File: src/rtl/bcs_pkg.sv
package bcs_pkg;

  typedef enum logic [2:0] {
    K_FETCH = 3'd0,
    K_MRD   = 3'd1,
    K_MWR   = 3'd2,
    K_IORD  = 3'd3,
    K_IOWR  = 3'd4,
    K_INTA  = 3'd5
  } kind_e;

  typedef enum logic [2:0] {
    PH_IDLE = 3'd0,
    PH_T1   = 3'd1,
    PH_T2   = 3'd2,
    PH_TW   = 3'd3,
    PH_T3   = 3'd4,
    PH_T4   = 3'd5
  } phase_e;

  localparam int unsigned KIND_LAST = 5;

  function automatic logic kind_has_t4(kind_e k);
    return (k != K_MRD) && (k != K_MWR);
  endfunction

endpackage

File: src/rtl/bcs_phase_ctrl.sv
module bcs_phase_ctrl
  import bcs_pkg::*;
(
  input  logic   clk,
  input  logic   rst_n,
  input  logic   start,
  input  kind_e  cmd_kind,
  input  logic   wait_n,
  output phase_e phase_q,
  output kind_e  kind_q,
  output logic   cap_en,
  output logic   rfsh_adv,
  output logic   done_q
);

  phase_e phase_d;
  logic   last_state;

  always_comb begin
    phase_d = phase_q;
    case (phase_q)
      PH_IDLE: if (start) phase_d = PH_T1;
      PH_T1:   phase_d = PH_T2;
      PH_T2:   phase_d = wait_n ? PH_T3 : PH_TW;
      PH_TW:   phase_d = wait_n ? PH_T3 : PH_TW;
      PH_T3:   phase_d = kind_has_t4(kind_q) ? PH_T4 : PH_IDLE;
      PH_T4:   phase_d = PH_IDLE;
      default: phase_d = PH_IDLE;
    endcase
  end

  always_comb begin
    last_state = (phase_q == PH_T4) ||
                 ((phase_q == PH_T3) && !kind_has_t4(kind_q));
    rfsh_adv   = (phase_q == PH_T4) && (kind_q == K_FETCH);
    case (kind_q)
      K_FETCH: cap_en = ((phase_q == PH_T2) || (phase_q == PH_TW)) && wait_n;
      K_MRD:   cap_en = (phase_q == PH_T3);
      K_IORD,
      K_INTA:  cap_en = (phase_q == PH_T4);
      default: cap_en = 1'b0;
    endcase
  end

  always_ff @(posedge clk or negedge rst_n) begin
    if (!rst_n) begin
      phase_q <= PH_IDLE;
      kind_q  <= K_FETCH;
      done_q  <= 1'b0;
    end else begin
      phase_q <= phase_d;
      done_q  <= last_state;
      if (start) kind_q <= cmd_kind;
    end
  end

endmodule

File: src/rtl/bcs_strobe_dec.sv
module bcs_strobe_dec
  import bcs_pkg::*;
(
  input  phase_e phase_q,
  input  kind_e  kind_q,
  output logic   mreq,
  output logic   iorq,
  output logic   rd,
  output logic   wr,
  output logic   m1,
  output logic   rfsh,
  output logic   drive_data,
  output logic   rfsh_slot
);

  logic data_ph;
  logic late_ph;
  logic busy;

  always_comb begin
    busy    = (phase_q != PH_IDLE);
    data_ph = (phase_q == PH_T1) || (phase_q == PH_T2) || (phase_q == PH_TW);
    late_ph = (phase_q == PH_T3) || (phase_q == PH_T4);
    mreq = 1'b0; iorq = 1'b0; rd = 1'b0; wr = 1'b0; m1 = 1'b0; rfsh = 1'b0;
    drive_data = 1'b0;
    rfsh_slot  = 1'b0;
    if (busy) begin
      case (kind_q)
        K_FETCH: begin
          mreq      = 1'b1;
          rd        = data_ph;
          m1        = data_ph;
          rfsh      = late_ph;
          rfsh_slot = late_ph;
        end
        K_MRD: begin
          mreq = 1'b1;
          rd   = 1'b1;
        end
        K_MWR: begin
          mreq       = 1'b1;
          wr         = (phase_q != PH_T1);
          drive_data = 1'b1;
        end
        K_IORD: begin
          iorq = (phase_q != PH_T1);
          rd   = (phase_q != PH_T1);
        end
        K_IOWR: begin
          iorq       = (phase_q != PH_T1);
          wr         = (phase_q != PH_T1);
          drive_data = 1'b1;
        end
        K_INTA: begin
          m1   = 1'b1;
          iorq = (phase_q != PH_T1);
        end
        default: ;
      endcase
    end
  end

endmodule

File: src/rtl/bcs_refresh_ctr.sv
module bcs_refresh_ctr #(
  parameter int unsigned RFSH_W = 7
) (
  input  logic              clk,
  input  logic              rst_n,
  input  logic              adv,
  output logic [RFSH_W-1:0] count_q
);

  logic [RFSH_W-1:0] count_d;

  always_comb count_d = count_q + RFSH_W'(1);

  always_ff @(posedge clk or negedge rst_n) begin
    if (!rst_n)   count_q <= '0;
    else if (adv) count_q <= count_d;
  end

endmodule

File: src/rtl/bcs_data_path.sv
module bcs_data_path #(
  parameter int unsigned ADDR_W = 16,
  parameter int unsigned DATA_W = 8
) (
  input  logic              clk,
  input  logic              rst_n,
  input  logic              load,
  input  logic [ADDR_W-1:0] addr_in,
  input  logic [DATA_W-1:0] wdata_in,
  input  logic              cap_en,
  input  logic [DATA_W-1:0] bus_in,
  output logic [ADDR_W-1:0] addr_q,
  output logic [DATA_W-1:0] wdata_q,
  output logic [DATA_W-1:0] rdata_q
);

  always_ff @(posedge clk or negedge rst_n) begin
    if (!rst_n) begin
      addr_q  <= '0;
      wdata_q <= '0;
    end else if (load) begin
      addr_q  <= addr_in;
      wdata_q <= wdata_in;
    end
  end

  always_ff @(posedge clk or negedge rst_n) begin
    if (!rst_n)      rdata_q <= '0;
    else if (cap_en) rdata_q <= bus_in;
  end

endmodule

File: src/rtl/bcs_bus_seq.sv
module bcs_bus_seq
  import bcs_pkg::*;
#(
  parameter int unsigned ADDR_W      = 16,
  parameter int unsigned DATA_W      = 8,
  parameter int unsigned RFSH_W      = 7,
  parameter int unsigned SYNC_STAGES = 2
) (
  input  logic              clk,
  input  logic              rst_n,
  input  logic              cmd_valid,
  output logic              cmd_ready,
  input  logic [2:0]        cmd_kind,
  input  logic [ADDR_W-1:0] cmd_addr,
  input  logic [DATA_W-1:0] cmd_wdata,
  output logic              done,
  output logic [DATA_W-1:0] rdata,
  input  logic              bus_release,
  input  logic              wait_n,
  input  logic [DATA_W-1:0] data_i,
  output logic [ADDR_W-1:0] addr_o,
  output logic              addr_oe,
  output logic [DATA_W-1:0] data_o,
  output logic              data_oe,
  output logic              mreq_n,
  output logic              iorq_n,
  output logic              rd_n,
  output logic              wr_n,
  output logic              m1_n,
  output logic              rfsh_n,
  output logic              strobe_oe
);

  localparam int unsigned HI_W = ADDR_W - RFSH_W;

  logic [SYNC_STAGES-1:0] rst_sr;
  logic                   rst_i_n;

  always_ff @(posedge clk or negedge rst_n) begin
    if (!rst_n) rst_sr <= '0;
    else        rst_sr <= {rst_sr[SYNC_STAGES-2:0], 1'b1};
  end
  assign rst_i_n = rst_sr[SYNC_STAGES-1];

  phase_e            phase_q;
  kind_e             kind_q;
  logic              cap_en, rfsh_adv, start, kind_ok, bus_off;
  logic              mreq, iorq, rd, wr, m1, rfsh, drive_data, rfsh_slot;
  logic [RFSH_W-1:0] rcount;
  logic [ADDR_W-1:0] addr_q;
  logic [DATA_W-1:0] wdata_q;

  always_comb begin
    kind_ok   = (cmd_kind <= 3'(KIND_LAST));
    bus_off   = (phase_q == PH_IDLE) && bus_release;
    cmd_ready = (phase_q == PH_IDLE) && !bus_release;
    start     = cmd_valid && cmd_ready && kind_ok;
  end

  bcs_phase_ctrl ctrl_i (
    .clk      (clk),
    .rst_n    (rst_i_n),
    .start    (start),
    .cmd_kind (kind_e'(cmd_kind)),
    .wait_n   (wait_n),
    .phase_q  (phase_q),
    .kind_q   (kind_q),
    .cap_en   (cap_en),
    .rfsh_adv (rfsh_adv),
    .done_q   (done)
  );

  bcs_strobe_dec dec_i (
    .phase_q    (phase_q),
    .kind_q     (kind_q),
    .mreq       (mreq),
    .iorq       (iorq),
    .rd         (rd),
    .wr         (wr),
    .m1         (m1),
    .rfsh       (rfsh),
    .drive_data (drive_data),
    .rfsh_slot  (rfsh_slot)
  );

  bcs_refresh_ctr #(.RFSH_W(RFSH_W)) rctr_i (
    .clk     (clk),
    .rst_n   (rst_i_n),
    .adv     (rfsh_adv),
    .count_q (rcount)
  );

  bcs_data_path #(.ADDR_W(ADDR_W), .DATA_W(DATA_W)) dp_i (
    .clk      (clk),
    .rst_n    (rst_i_n),
    .load     (start),
    .addr_in  (cmd_addr),
    .wdata_in (cmd_wdata),
    .cap_en   (cap_en),
    .bus_in   (data_i),
    .addr_q   (addr_q),
    .wdata_q  (wdata_q),
    .rdata_q  (rdata)
  );

  always_comb begin
    addr_o    = rfsh_slot ? {addr_q[ADDR_W-1 -: HI_W], rcount} : addr_q;
    addr_oe   = !bus_off;
    strobe_oe = !bus_off;
    data_o    = wdata_q;
    data_oe   = drive_data;
    mreq_n    = !mreq;
    iorq_n    = !iorq;
    rd_n      = !rd;
    wr_n      = !wr;
    m1_n      = !m1;
    rfsh_n    = !rfsh;
  end

endmodule

File: config.mk
export PLATFORM = sky130hd
export DESIGN_NAME = bcs_bus_seq
export DESIGN_NICKNAME = d
export VERILOG_FILES = /design/src/rtl/bcs_pkg.sv /design/src/rtl/bcs_phase_ctrl.sv /design/src/rtl/bcs_strobe_dec.sv /design/src/rtl/bcs_refresh_ctr.sv /design/src/rtl/bcs_data_path.sv /design/src/rtl/bcs_bus_seq.sv
export SDC_FILE = /design/constraint.sdc
export NUM_CORES = 1
export LEC_CHECK = 0
export BUFFER_PORTS_ARGS = -buffer_cell sky130_fd_sc_hd__buf_2
export CORE_MARGIN = 4
export CORE_UTILIZATION = 50
export CTS_BUF_LIST = sky130_fd_sc_hd__clkbuf_16
export DETAILED_ROUTE_END_ITERATION = 7
export GPL_TIMING_DRIVEN = 0
export PLACE_DENSITY_LB_ADDON = 0.12
export SYNTH_ARGS = -nofsm -noshare
export SYNTH_HDL_FRONTEND = slang
export SYNTH_SLANG_ARGS = --single-unit
File: constraint.sdc
create_clock -name clk -period 3.1 [get_ports clk]
set_clock_uncertainty 0.2 [all_clocks]
set_input_delay 0.155 -clock clk [delete_from_list [all_inputs] [get_ports clk]]
set_output_delay 0.155 -clock clk [all_outputs]
set_load 0.01 [all_outputs]
# Word-level counts from Yosys, hierarchy flattened
# Cells that the tools add are included.
[op_classes]
addsub = 1
magnitude_cmp = 1
n_eq_ne = 14
muxes = 20
reduce_logical = 30
[ops]
columns = ["cell", "count"]
rows = [
  ["3-bit by 2-bit == test with 1-bit output (second input constant)", 4],
  ["3-bit == test (second input constant)", 4],
  ["1-bit two-way mux", 12],
  ["3-bit one-hot mux with 4 select lines", 1],
  ["1-bit logical NOT", 9],
  ["3-bit two-way mux", 3],
  ["1-bit logical AND", 8],
  ["7-bit by 1-bit adder with 7-bit output (second input constant)", 1],
  ["7-bit two-way mux", 1],
  ["3-bit by 1-bit == test with 1-bit output (second input constant)", 2],
  ["3-bit logical NOT", 2],
  ["3-bit by 1-bit != test with 1-bit output (second input constant)", 2],
  ["1-bit one-hot mux with 3 select lines", 2],
  ["2-bit OR reduction", 3],
  ["3-bit OR reduction", 2],
  ["1-bit logical OR", 5],
  ["3-bit less-or-equal comparator (second input constant)", 1],
  ["3-bit by 2-bit != test with 1-bit output (second input constant)", 1],
  ["3-bit nonzero test", 1],
  ["2-bit by 1-bit != test with 1-bit output (second input constant)", 1],
  ["1-bit one-hot mux with 2 select lines", 1],
]
[word_totals]
reg_bits = 48
in_bits = 40
output_inout_bits = 43
elab_cells = 74

# Depth between registers and ports, before layout
[depth]
word_depth = 6
ltp_mapped = 7
depth_no_buf = 4

# Modules after synthesis
# Synthesis repeated with hierarchy kept, for this count alone.
[unflattened]
cells_unflattened = 163
area_unflattened_um2 = 2232.1
[by_module_without_submodules]
columns = ["module", "instances", "cells_each", "area_each_um2", "seq_area_each_um2"]
rows = [
  ["bcs_data_path", 1, 68, 1292.5, 800.8],
  ["bcs_phase_ctrl", 1, 29, 334.1, 175.2],
  ["bcs_refresh_ctr", 1, 22, 282.8, 175.2],
  ["bcs_bus_seq", 1, 23, 198.9, 50.0],
  ["bcs_strobe_dec", 1, 21, 123.9, 0.0],
]

# Worst setup path after synthesis
# No wires, ideal clock.
[synth_path]
path_type = "flip-flop to flip-flop"
start = "register ctrl_i.phase_q[0]"
end = "register dp_i.addr_q[10]"
setup_time_ns = 0.125
arrival_time_ns = 1.586
required_time_ns = 2.775
setup_slack_ns = 1.189
stages_incl_launch_ff = 8
n_path_buf = 3
synth_period_minus_slack_ns = 1.911
path_cell_list = "dfrtp_1 buf_6 nor3_4 nand3b_4 a21o_1 buf_6 buf_12 mux2_4"
[synth_via]
elab_chain_cells = 4
[synth_rtl]
columns = ["item", "line", "source"]
rows = [
  ["start: declaration", "bcs_phase_ctrl.sv:9", "output phase_e phase_q,"],
  ["start signal: assignment", "bcs_phase_ctrl.sv:51", "phase_q <= phase_d;"],
  ["3-bit logical NOT", "bcs_bus_seq.sv:56", "cmd_ready = (phase_q == PH_IDLE) && !bus_release;"],
  ["1-bit logical AND", "bcs_bus_seq.sv:56", ""],
  ["1-bit logical AND (2 in series)", "bcs_bus_seq.sv:57", "start = cmd_valid && cmd_ready && kind_ok;"],
  ["end signal: assignment", "bcs_data_path.sv:22", "addr_q <= addr_in;"],
  ["end: declaration", "bcs_data_path.sv:12", "output logic [ADDR_W-1:0] addr_q,"],
]
# No other way between the ends.
# A chain may end at the register's enable or synchronous reset.

# Worst setup path after layout
[layout_path]
start = "register ctrl_i.phase_q[1]"
end = "output addr_o[0]"
[layout_via]
elab_chain_cells = 5
elab_cells_between_ends = 7
classes_between = "eq/ne (2); mux (3); reduce/logical (2)"
[layout_rtl]
columns = ["item", "line", "source"]
rows = [
  ["3-bit == test", "bcs_strobe_dec.sv:23", "late_ph = (phase_q == PH_T3) || (phase_q == PH_T4);"],
  ["1-bit logical OR", "bcs_strobe_dec.sv:23", ""],
  ["1-bit two-way mux", "bcs_strobe_dec.sv:28", "case (kind_q)"],
  ["1-bit two-way mux *", "bcs_strobe_dec.sv:27", "if (busy) begin"],
  ["7-bit two-way mux *", "bcs_bus_seq.sv:107", "addr_o = rfsh_slot ? {addr_q[ADDR_W-1 -: HI_W], rcount} : addr_q;"],
  ["end: declaration", "bcs_bus_seq.sv:21", "output logic [ADDR_W-1:0] addr_o,"],
]
# Every way passes the cells marked *; elsewhere a longest branch is shown, timed or not.

==> summary.txt <==
Worst setup path
  • CP Class: flop to primary output
  • Worst reg-to-reg path cell count: 4
  • Critical path's slowest cell: dfrtp_1
  • Most used cell, CP: buf_2
  • Crit start category: flop
  • RR Startpoint: ctrl_i.kind_q[2]$_DFFE_PN0P_
  • CP Capture Type: primary output
  • Register-to-register setup slack: 0.94 ns
  • CP Max Fanout: 10
  • Max incr delay on CP: 0.41 ns
  • Critical Path AT: 1.99 ns
  • Critical-path cell list: buf_2 > nor2b_1 > nand2_1 > mux2_2 > buf_2
  • Reg2reg end: dp_i.rdata_q[5]$_DFFE_PN0P_
  • Critical path required time: 2.74 ns

Power
  • Clock Power Share: 16.3%
  • Pwr per Cell Area: 922.2 nW/um^2
  • Sw power: 0.001065 W
  • Gate power share: 49.0%
  • Worst IR Drop VDD: 0.4836 mV
  • Sequential share of power: 34.6%
  • Switch share: 34.53%
  • Internal power: 0.002019 W
  • Pleak: 1.682 nW

Global route
  • First-pass GRT wire length: 9.252 mm
  • Initial antenna violation count: 0
  • Largest net degree at the start of global routing: 30
  • Grt total ovfl: 0
  • Met2 usage: 31.42%
  • GRT Max-Usage Layer: met2
  • Global-route usage over all layers: 19.42%
  • Vias in the first global route: 1,813
  • GRT met3 Usage: 4.846%
  • M1 GR Usage: 26.33%

Clock network
  • CTS Buf Count: 5
  • Clock Pin Slew Worst Setup and Hold Paths: 0.06 ns
  • Clock Tree Root: clkbuf_16
  • Post-cts gate resize count: 0
  • Sink Count: 48
  • CTS tree: built
  • Max H-tree Level: 2
  • Number of post-CTS setup repair buffers: 0
  • Post-CTS Hold Buffers: 38
  • Clock latency at the later pin of the worst-skew pair: 0.28 ns
  • Clock buffer depth: 2

STA
  • Max Freq: 0.4270 GHz
  • Max-slew violations: 0
  • RSZ-0062 raised after global routing: false
  • Crit path setup slack, layout: 0.7581 ns
  • Worst-margin pin slew: 0.5795 ns
  • Worst rel slew slack: 61.24%
  • Setup-failing EPs final: 0
  • Final min period: 2.342 ns
  • Fin Setup TNS: 0 ns
  • Final worst-path cycle share: 75.55%
  • Hold slack: 0.003874 ns
  • Hold violation count in the final report: 0

Routing
  • Post-DR vias/cell: 4.983
  • DR WL/cell: 15.28 um
  • Post-route ant nets: 0
  • Starting DRT DRC Count: 55
  • 1st-pass router iterations: 4
  • Vias: 1,754
  • Routed wire length: 5.377 mm
  • DRC viols: 0

Cells and area
  • Most frequent cells in the layout: buf_2 (86), dfrtp_1 (47), dlygate4sd3_1 (38)
  • Fraction of layout cells with a size suffix above 1: 52.33%
  • Most common cell after layout, fill and taps aside: buf_2
  • Area of the multi-input gates: 955.9 sq um
  • Reg area: 1202 sq um
  • Antenna cells: 0
  • Layout Nets: 340
  • Filler Cells Inserted: 282
  • Area growth syn-to-layout: 43.73%

Place
  • Pre-CTS setup slack: 0.9763 ns
  • DP Wirelength: 3.446 mm
  • Port Buffer Count: 82
  • Placer Congestion: 0.7028

Run status
  • Outcome: finished, final reports clean

Synthesis
  • Post-synthesis sequential area ratio: 51.64%
  • Syn Area/Cell: 13.60 sq um
  • Number of synthesized register bits: 48
  • Yosys cell types: 38
  • Synth Instances: 171
  • Synth Warn #: 0
  • Cell area after synthesis: 2326 sq um
  • Syn Nets: 212

Floorplanning
  • Die height: 76.21 um
  • Die ar.: 5807 sq um
  • Core box area: 4414 sq um
  • Width of the die: 76.21 um
  • Io pins: 83
  • FP Rows: 24
  • Initial Utilization: 52.69%

Run
  • Max-cap check violation count: 0

Worst hold path
  • Worst hold path type: flop to asynchronous set/reset pin
[state kept, by name, summed over array words and instances (netlist names)]
register / flops
ctrl_i.done_q: 1
dp_i.rdata_q: 8
ctrl_i.phase_q: 3
rst_sr: 2
rctr_i.count_q: 7
ctrl_i.kind_q: 3
dp_i.addr_q: 16
dp_i.wdata_q: 8
[area by class of cell]
type / instances / area share (%)
Tap cell: 52 / 1.946
Clock buffer: 5 / 3.743
Multi-Input combinational cell: 102 / 28.59
Clock inverter: 3 / 0.4491
Sequential cell: 48 / 35.97
Inverter: 1 / 0.1123
Timing Repair Buffer: 121 / 24.25
Buffer: 20 / 4.940
[synth_stat cells]
library cell  number  area [sq um]
o21ai_0            5         25.02
and3_1             1         6.260
buf_4             10         75.07
conb_1             1         3.750
mux2i_1            1         10.01
a31oi_2            1         12.51
a21oi_1            2         10.01
buf_12             2         40.04
or3b_2             1         8.760
o22a_2             2         20.02
nor2_1             8         30.03
a21o_1             2         15.01
nor3_4             1         16.27
o21a_1             1         7.510
o41ai_1            1         8.760
xnor2_1            7         61.31
nand2b_1           1         6.260
and3_2             1         7.510
buf_1              1         3.750
nand4_1            4         25.02
nand3b_1           2         15.01
buf_2              4         20.02
xor2_1             2         17.52
mux2_2            22         247.7
nand2_1            6         22.52
nor2b_1            1         6.260
buf_6              2         22.52
a22oi_1            1         7.510
mux2_4            19         285.3
inv_1              1         3.750
dfrtp_1           48          1201
nor4_1             2         12.51
a221oi_2           1         15.01
nand3b_4           1         20.02
ha_1               1         12.51
nor3_1             3         15.01
clkbuf_1           1         3.750
nand3_1            1         5.000
[how the worst max path moves through the flow]
| stage | from | end | slack [ns] | depth (start not counted) |
|---|---|---|---|---|
| 6_report | ctrl_i.phase_q[1]$_DFFE_PN0P_ | addr_o[0] | 0.76 | 5 |
| 5_1_grt | ctrl_i.phase_q[1]$_DFFE_PN0P_ | addr_o[0] | 0.66 | 5 |
| 4_1_cts | ctrl_i.phase_q[1]$_DFFE_PN0P_ | addr_o[0] | 0.74 | 5 |
| 3_5_place_dp | ctrl_i.kind_q[2]$_DFFE_PN0P_ | dp_i.rdata_q[5]$_DFFE_PN0P_ | 0.98 | 4 |
| 3_3_place_gp | rst_sr[1]$_DFF_PN0_ | ctrl_i.phase_q[1]$_DFFE_PN0P_ | 0.94 | 0 |
| 2_1_floorplan | ctrl_i.phase_q[0]$_DFFE_PN0P_ | dp_i.addr_q[10]$_DFFE_PN0P_ | 1.19 | 7 |
[through the flow]
step           util (%)  power [W]  cells  instance area (sq um)
5_1_grt           75.74   0.003294    352                   3343
2_1_floorplan         -   0.002076    171                   2326
3_3_place_gp      63.46   0.002492    305                   2801
3_5_place_dp      63.95   0.002540    306                   2823
4_1_cts           75.74   0.003094    352                   3343
6_report          75.74   0.003083    352                   3343
[logic make-up (layout without fill, tap and decap cells)]
| logic type | after synthesis | in the layout | share of synthesized area (%) |
|---|---|---|---|
| other | 1 | 1 | 0.1612 |
| multiplexers | 42 | 42 | 23.35 |
| XOR/XNOR | 9 | 9 | 3.389 |
| buffers and inverters | 21 | 150 | 7.261 |
| AO/OA/AOI/OAI | 16 | 16 | 5.218 |
| flip-flops | 48 | 48 | 51.64 |
| AND/OR/NAND/NOR | 33 | 33 | 8.445 |
| adder cells (fa/ha/maj) | 1 | 1 | 0.5378 |
[critical path, delay by kind of cell (launching register included)]
kind                   cells  cell delay (ns)
buffers and inverters      2             0.33
muxes                      1             0.36
and+or+nand+nor            2             0.61
DFF                        1             0.41
[layer usage]
layer / routed length [um] / part of all wire (%)
met2: 2588 / 48
met5: 0 / 0
met1: 2462 / 46
met3: 286 / 5.3
met4: 40 / 0.74
[power groups by stage]
stage / logic, W / registers, W / clock network (W)
final: 0.00151 / 0.00107 / 0.000504
after global routing: 0.00165 / 0.00111 / 0.000539
after CTS: 0.00151 / 0.00106 / 0.000518
after detailed placement: 0.00147 / 0.00107 / 0
after global placement: 0.00143 / 0.00106 / 0
after floorplan: 0.000971 / 0.00110 / 0
Power figures use the tool's default switching activity.
